## src/rtl/pwm_phase_pkg.sv

```systemverilog
`timescale 1ns/1ps
package pwm_phase_pkg;
   localparam int unsigned ADDR_W = 3;

   typedef enum logic [ADDR_W-1:0] {
      RA_PERIOD = 3'd0,
      RA_PHASE  = 3'd1,
      RA_COUNT  = 3'd2,
      RA_CMP_A  = 3'd3,
      RA_CMP_B  = 3'd4,
      RA_CTRL   = 3'd5
   } reg_addr_e;

   // control word, bit 0 = phase load enable, bit 1 = direction after load, bit 2 = sync pass-through
   typedef struct packed {
      logic sync_pass;
      logic phase_up;
      logic phase_en;
   } chan_ctrl_t;

   localparam int unsigned CTRL_W = $bits(chan_ctrl_t);
endpackage

```

## src/rtl/pwm_regfile.sv

```systemverilog
`timescale 1ns/1ps
module pwm_regfile
   import pwm_phase_pkg::*;
#(
   parameter int unsigned CNT_W   = 16,
   parameter int unsigned NUM_CMP = 2
) (
   input  logic               clk,
   input  logic               rst_n,
   input  logic               wr_en,
   input  logic [ADDR_W-1:0]  wr_addr,
   input  logic [CNT_W-1:0]   wr_data,
   output logic [CNT_W-1:0]   period,
   output logic [CNT_W-1:0]   phase,
   output chan_ctrl_t         ctrl,
   output logic               cnt_wr,
   output logic [NUM_CMP-1:0] cmp_wr
);
   localparam int unsigned CMP_BASE = int'(RA_CMP_A);

   initial begin
      if (CNT_W < CTRL_W) $fatal(1, "pwm_regfile: CNT_W narrower than control word");
      if (CMP_BASE + NUM_CMP > (1 << ADDR_W)) $fatal(1, "pwm_regfile: compare slots exceed address space");
   end

   always_ff @(posedge clk or negedge rst_n) begin
      if (!rst_n) begin
         period <= '0;
         phase  <= '0;
         ctrl   <= '0;
      end else if (wr_en) begin
         case (wr_addr)
            RA_PERIOD: period <= wr_data;
            RA_PHASE:  phase  <= wr_data;
            RA_CTRL:   ctrl   <= chan_ctrl_t'(wr_data[CTRL_W-1:0]);
            default:   ;
         endcase
      end
   end

   assign cnt_wr = wr_en && (wr_addr == RA_COUNT);

   generate
      for (genvar gi = 0; gi < NUM_CMP; gi++) begin : g_cmp_dec
         assign cmp_wr[gi] = wr_en && (wr_addr == ADDR_W'(CMP_BASE + gi));
      end
   endgenerate
endmodule

```

## src/rtl/pwm_timebase.sv

```systemverilog
`timescale 1ns/1ps
module pwm_timebase
   import pwm_phase_pkg::*;
#(
   parameter int unsigned CNT_W = 16
) (
   input  logic             clk,
   input  logic             rst_n,
   input  logic             run,
   input  logic [CNT_W-1:0] period,
   input  logic [CNT_W-1:0] phase,
   input  chan_ctrl_t       ctrl,
   input  logic             sync_in,
   input  logic             cnt_wr,
   input  logic [CNT_W-1:0] wr_data,
   output logic [CNT_W-1:0] cnt,
   output logic             step_up,
   output logic             at_zero,
   output logic             at_period,
   output logic             sync_out
);
   logic             up_q;
   logic             ph_load;
   logic [CNT_W-1:0] ph_clamp;

   always_comb begin
      at_zero   = (cnt == '0);
      at_period = (cnt == period);
      if (period == '0 || at_zero) step_up = 1'b1;
      else if (cnt >= period)      step_up = 1'b0;
      else                         step_up = up_q;
      ph_clamp = (phase > period) ? period : phase;
      ph_load  = sync_in && ctrl.phase_en;
   end

   always_ff @(posedge clk or negedge rst_n) begin
      if (!rst_n) begin
         cnt  <= '0;
         up_q <= 1'b1;
      end else if (cnt_wr) begin
         cnt  <= wr_data;
         up_q <= ctrl.phase_up;
      end else if (run) begin
         if (ph_load) begin
            cnt  <= ph_clamp;
            up_q <= ctrl.phase_up;
         end else if (period == '0) begin
            cnt  <= '0;
            up_q <= 1'b1;
         end else begin
            cnt  <= step_up ? cnt + 1'b1 : cnt - 1'b1;
            up_q <= step_up;
         end
      end
   end

   assign sync_out = run && (ctrl.sync_pass ? sync_in : at_zero);
endmodule

```

## src/rtl/pwm_cmp_action.sv

```systemverilog
`timescale 1ns/1ps
module pwm_cmp_action #(
   parameter int unsigned CNT_W = 16
) (
   input  logic             clk,
   input  logic             rst_n,
   input  logic             run,
   input  logic [CNT_W-1:0] cnt,
   input  logic [CNT_W-1:0] period,
   input  logic             step_up,
   input  logic             at_zero,
   input  logic             at_period,
   input  logic             shadow_wr,
   input  logic             cnt_wr,
   input  logic             preset_up,
   input  logic [CNT_W-1:0] wr_data,
   output logic [CNT_W-1:0] cmp_act,
   output logic             level
);
   logic [CNT_W-1:0] cmp_sh;
   logic             match;
   logic             preset_lvl;

   always_ff @(posedge clk or negedge rst_n) begin
      if (!rst_n)         cmp_sh <= '0;
      else if (shadow_wr) cmp_sh <= wr_data;
   end

   always_ff @(posedge clk or negedge rst_n) begin
      if (!rst_n)                             cmp_act <= '0;
      else if (!run || at_zero || at_period)  cmp_act <= cmp_sh;
   end

   always_comb begin
      match      = run && (cmp_act != '0) && (cmp_act < period) && (cnt == cmp_act);
      preset_lvl = preset_up ? (wr_data <= cmp_act) : (wr_data < cmp_act);
   end

   always_ff @(posedge clk or negedge rst_n) begin
      if (!rst_n)      level <= 1'b1;
      else if (cnt_wr) level <= preset_lvl;
      else if (match)  level <= !step_up;
   end
endmodule

```

## src/rtl/pwm_phase_chan.sv

```systemverilog
`timescale 1ns/1ps
module pwm_phase_chan
   import pwm_phase_pkg::*;
#(
   parameter int unsigned CNT_W = 16
) (
   input  logic              clk,
   input  logic              rst_n,
   input  logic              wr_en,
   input  logic [ADDR_W-1:0] wr_addr,
   input  logic [CNT_W-1:0]  wr_data,
   input  logic              run,
   input  logic              trip_force,
   input  logic              trip_clear,
   input  logic              sync_in,
   output logic              sync_out,
   output logic [CNT_W-1:0]  cnt_out,
   output logic              out_a,
   output logic              out_b
);
   localparam int unsigned NUM_OUT = 2;

   initial begin
      if (CNT_W < 2 || CNT_W > 32) $fatal(1, "pwm_phase_chan: CNT_W out of range");
   end

   logic [CNT_W-1:0]                period_q;
   logic [CNT_W-1:0]                phase_q;
   chan_ctrl_t                      ctrl_q;
   logic                            cnt_wr;
   logic [NUM_OUT-1:0]              cmp_wr;
   logic [NUM_OUT-1:0]              lvl;
   logic [NUM_OUT-1:0][CNT_W-1:0]   cmp_act;
   logic                            step_up;
   logic                            at_zero;
   logic                            at_period;
   logic                            trip_q;

   pwm_regfile #(.CNT_W(CNT_W), .NUM_CMP(NUM_OUT)) u_regs (
      .clk     (clk),
      .rst_n   (rst_n),
      .wr_en   (wr_en),
      .wr_addr (wr_addr),
      .wr_data (wr_data),
      .period  (period_q),
      .phase   (phase_q),
      .ctrl    (ctrl_q),
      .cnt_wr  (cnt_wr),
      .cmp_wr  (cmp_wr)
   );

   pwm_timebase #(.CNT_W(CNT_W)) u_tb (
      .clk       (clk),
      .rst_n     (rst_n),
      .run       (run),
      .period    (period_q),
      .phase     (phase_q),
      .ctrl      (ctrl_q),
      .sync_in   (sync_in),
      .cnt_wr    (cnt_wr),
      .wr_data   (wr_data),
      .cnt       (cnt_out),
      .step_up   (step_up),
      .at_zero   (at_zero),
      .at_period (at_period),
      .sync_out  (sync_out)
   );

   generate
      for (genvar gi = 0; gi < NUM_OUT; gi++) begin : g_out
         pwm_cmp_action #(.CNT_W(CNT_W)) u_act (
            .clk       (clk),
            .rst_n     (rst_n),
            .run       (run),
            .cnt       (cnt_out),
            .period    (period_q),
            .step_up   (step_up),
            .at_zero   (at_zero),
            .at_period (at_period),
            .shadow_wr (cmp_wr[gi]),
            .cnt_wr    (cnt_wr),
            .preset_up (ctrl_q.phase_up),
            .wr_data   (wr_data),
            .cmp_act   (cmp_act[gi]),
            .level     (lvl[gi])
         );
      end
   endgenerate

   always_ff @(posedge clk or negedge rst_n) begin
      if (!rst_n)          trip_q <= 1'b1;
      else if (trip_force) trip_q <= 1'b1;
      else if (trip_clear) trip_q <= 1'b0;
   end

   assign out_a = lvl[0] & ~trip_q;
   assign out_b = lvl[1] & ~trip_q;
endmodule

```

## config.mk

```make
export PLATFORM = sky130hd
export DESIGN_NAME = pwm_phase_chan
export DESIGN_NICKNAME = d
export VERILOG_FILES = /design/src/rtl/pwm_phase_pkg.sv /design/src/rtl/pwm_regfile.sv /design/src/rtl/pwm_timebase.sv /design/src/rtl/pwm_cmp_action.sv /design/src/rtl/pwm_phase_chan.sv
export SDC_FILE = /design/constraint.sdc
export NUM_CORES = 1
export LEC_CHECK = 0
export BUFFER_PORTS_ARGS = -buffer_cell sky130_fd_sc_hd__buf_2
export CAP_MARGIN = 20
export CELL_PAD_IN_SITES_DETAIL_PLACEMENT = 1
export CELL_PAD_IN_SITES_GLOBAL_PLACEMENT = 2
export CORE_UTILIZATION = 44
export CTS_CLUSTER_SIZE = 14
export DETAILED_ROUTE_END_ITERATION = 16
export GPL_TIMING_DRIVEN = 0
export PLACE_DENSITY = 0.82
export SLEW_MARGIN = 15
export SYNTH_ARGS = -nofsm -noshare
export SYNTH_HDL_FRONTEND = slang
export SYNTH_SLANG_ARGS = --single-unit
```

## constraint.sdc

```tcl
create_clock -name clk -period 7 [get_ports clk]
set_clock_uncertainty 0.1 [all_clocks]
set_input_delay 0.7 -clock clk [delete_from_list [all_inputs] [get_ports clk]]
set_output_delay 0.7 -clock clk [all_outputs]
set_load 0.005 [all_outputs]
```

==> results.json <==
{
  "cts.clk_slew.worst_paths_ns": 0.06,
  "wirelength_mm": 27.1,
  "powerDensity_nw_per_um2": 428,
  "cp-start-kind": "flip-flop",
  "worst-setup-path-type": "reg -> reg",
  "n_antenna_cell": 0,
  "status": "completed",
  "cp-end-kind": "flip-flop",
  "syn2layout_area_growth_pct": 12.4,
  "numCtsBuffers": 17,
  "drt_iter0_markers": 253,
  "fin_crit_sh": 0.738,
  "seq_area_frac_synth": 0.360,
  "cts_hold_buf": 0,
  "cap_violations": 0,
  "drt-pass1-iter-count": 4,
  "yosys_warnings": 0,
  "instances_no_fill": 1115,
  "finalHoldViolations": 0,
  "synth_edf_count": 0,
  "yosys.area_share.adder": 0.165,
  "final_common_cell": "dfrtp_1",
  "cts_tree": "yes",
  "ys_types": 62,
  "worst_slew_margin_rel": 0.328,
  "timing.rr.start": "u_tb.cnt[13]",
  "crit_path_cell_trace": "ha_1 -> nand4_1 -> or4_1 -> o2111ai_1 -> o311a_1 -> ha_1 -> a21oi_1 -> o221ai_1 -> a2111oi_0 -> o31ai_1 -> xor2_1 -> a21oi_1 -> nor3_1",
  "drc": 0,
  "synth_compound_area_frac": 0.144,
  "wl_per_cell_um": 24.3,
  "gp_congestion": 0.947,
  "fin_nets": 1012,
  "min_period_ns": 5.17,
  "port_buffers": 41,
  "synthSimpleGateAreaFrac": 0.115,
  "dp_hpwl_mm": 21.2,
  "layout_common_cells": "dfrtp_1, ha_1, mux2_2, inv_1, buf_2",
  "clock_path_buffers": 2,
  "crit_slowest_cell": "o311a_1",
  "cpPeakStageDelay_ns": 0.83,
  "routed_via_density": 6.13,
  "fp.dieW_um": 139,
  "grt_pass1_wl_mm": 43.4,
  "grt-ovfl-total": 0,
  "tns_ns": 0,
  "grt_setup_unrepaired": "false",
  "required_ns": 7.21,
  "cts_root_buf": "clkbuf_16",
  "worstMarginPinSlew_ns": 0.983,
  "fp.dieH_um": 139,
  "crit_family": "compound AO/OA/AOI/OAI gates",
  "synth-seq-cells": 119,
  "row_count": 49,
  "start_util": 0.456,
  "final_util": 0.512,
  "grt_max_degree": 63,
  "synth_ff_type": "dfrtp_1",
  "drive_above_1_share": 0.198,
  "grt_usage": 0.299,
  "path_buf_inv": 0,
  "post_cts_buffers": 0,
  "leakagePower_uw": 0.00428,
  "holdCritPathClass": "in -> async",
  "syn_nets": 950,
  "grt_pass1_vias": 7749,
  "crit_fanout": 19,
  "synthXorXnorAreaFrac": 0.0475,
  "clkLatencyLatePin_ns": 0.43,
  "synthMuxAreaShare": 0.128,
  "cts.sinks": 119,
  "maxSlewViolCount": 0,
  "drtAntennaViolNets": 0,
  "setup_viol": 0,
  "die-area_um2": 19400,
  "max_freq_ghz": 0.194,
  "htreeDepth": 4,
  "synth_area_per_cell_um2": 10.2,
  "synth_cells": 815,
  "async_flop_share": 1.00,
  "crit_path_start": "u_tb.cnt[13]",
  "synth_area_um2": 8290,
  "synth_top_family_by_area": "adder cells",
  "route.vias.total": 6838,
  "arrival_ns": 5.38,
  "dpl.cell_count": 1087,
  "cts_resized": 0,
  "ir_drop_uv": 205,
  "core_um2": 18200,
  "io_pins": 45,
  "grt_antenna_before_repair": 0
}
power by group:
part / total [µW] / switching (µW) / internal [µW]
Sequential: 1230 / 352 / 880
Clock: 753 / 296 / 457
Combinational: 2000 / 1090 / 919
Total: 3990 / 1730 / 2260
worst register-to-register path, cell delays in order, from the launching register on:
cell       delay, ns
dfrtp_1         0.54
ha_1            0.40
nand4_1         0.19
or4_1           0.60
o2111ai_1       0.14
o311a_1         0.83
ha_1            0.45
a21oi_1         0.24
o221ai_1        0.28
a2111oi_0       0.70
o31ai_1         0.19
xor2_1          0.17
a21oi_1         0.16
nor3_1          0.06
synth_stat cells, types with 2 or more instances:
master	n	area, µm²
dfrtp_1	115	2880
ha_1	108	1350
mux2_2	88	991
inv_1	58	218
nand2_1	43	161
o21ai_0	39	195
a21oi_1	37	185
xor2_1	33	289
a21o_1	28	210
nor2_1	28	105
nor3_1	26	130
nor4_1	23	144
nand4_1	19	119
clkbuf_1	17	63.8
nand3_1	16	80.1
xnor2_1	12	105
a211oi_1	10	75.1
a221oi_1	10	87.6
a21boi_0	7	52.6
nor2b_1	7	43.8
o21a_1	7	52.6
a211o_1	6	52.6
o211ai_1	6	45.0
buf_2	5	25.0
nand2b_1	5	31.3
dfstp_2	4	105
a2111oi_0	3	26.3
a31oi_1	3	18.8
and2_1	3	18.8
mux2_1	3	33.8
o22ai_1	3	18.8
or2_2	3	18.8
or3_1	3	18.8
and3_1	2	12.5
and4_1	2	17.5
mux2i_1	2	20.0
o2111ai_1	2	17.5
o221ai_1	2	17.5
o2bb2ai_1	2	17.5
o311ai_0	2	17.5
or4_1	2	15.0
path summary, 6_finish.rpt:
check                      depth (start not counted)                   endpoint  slack [ns]
min                                                1   g_out[1].u_act.cmp_sh[2]        0.14
max in group asynchronous                          2       g_out[1].u_act.level        5.93
max reg2reg                                       13               u_tb.cnt[14]        1.83
max                                               13               u_tb.cnt[14]        1.83
min reg2reg                                        1  g_out[0].u_act.cmp_act[9]        0.39
min in group clk                                   2                     trip_q        0.36
per-stage QoR:
stage / hold slack, ns / worst slack, ns / instance area (µm²) / power, µW
CTS: 0.163 / 1.82 / 9320 / 4000
global route: 0.186 / 1.54 / 9320 / 4290
global placement: 0.362 / 1.96 / 8790 / 3080
finish: 0.144 / 1.83 / 9320 / 3990
detailed placement: 0.377 / 1.85 / 8820 / 3220
floorplan: 0.304 / 2.95 / 8290 / 2530
routing by layer:
| metal | vias to the layer above | routed length (µm) | track usage |
|---|---|---|---|
| met5 | - | 0 | 0 |
| met2 | 162 | 13900 | 0.530 |
| met4 | 0 | 809 | 0.132 |
| li1 | 3145 | - | - |
| met3 | 53 | 1140 | 0.0492 |
| met1 | 3478 | 11300 | 0.356 |
flip-flops by register name (all words and copies together) (netlist names):
| register | flops |
|---|---|
| g_out.u_act.cmp_sh | 32 |
| trip_q | 1 |
| u_tb.up_q | 1 |
| u_regs.phase | 16 |
| g_out.u_act.cmp_act | 32 |
| g_out.u_act.level | 2 |
| u_tb.cnt | 16 |
| u_regs.ctrl | 3 |
| u_regs.period | 16 |
kinds of logic (layout without fill, tap and decap cells):
group                      after synthesis  after routing
AOI/OAI and AO/OA                      178            178
DFF                                    119            119
adders and majority gates              109            109
xor gates and xnor gates                45             45
buffers and inverters                   83            154
and+or+nand+nor                        187            187
muxes                                   94             94
layout make-up:
type                    instances  area [µm²]
clock inverters                 6        30.0
multi-input cells             613        4970
flip-flops and latches        119        2980
repair buffers                 43         244
clock buffers                  22         464
well taps                     229         287
fillers                      2019        8890
inverters                      58         218
plain buffers                  25         120
Note: power is estimated with default switching activity, not from simulation.
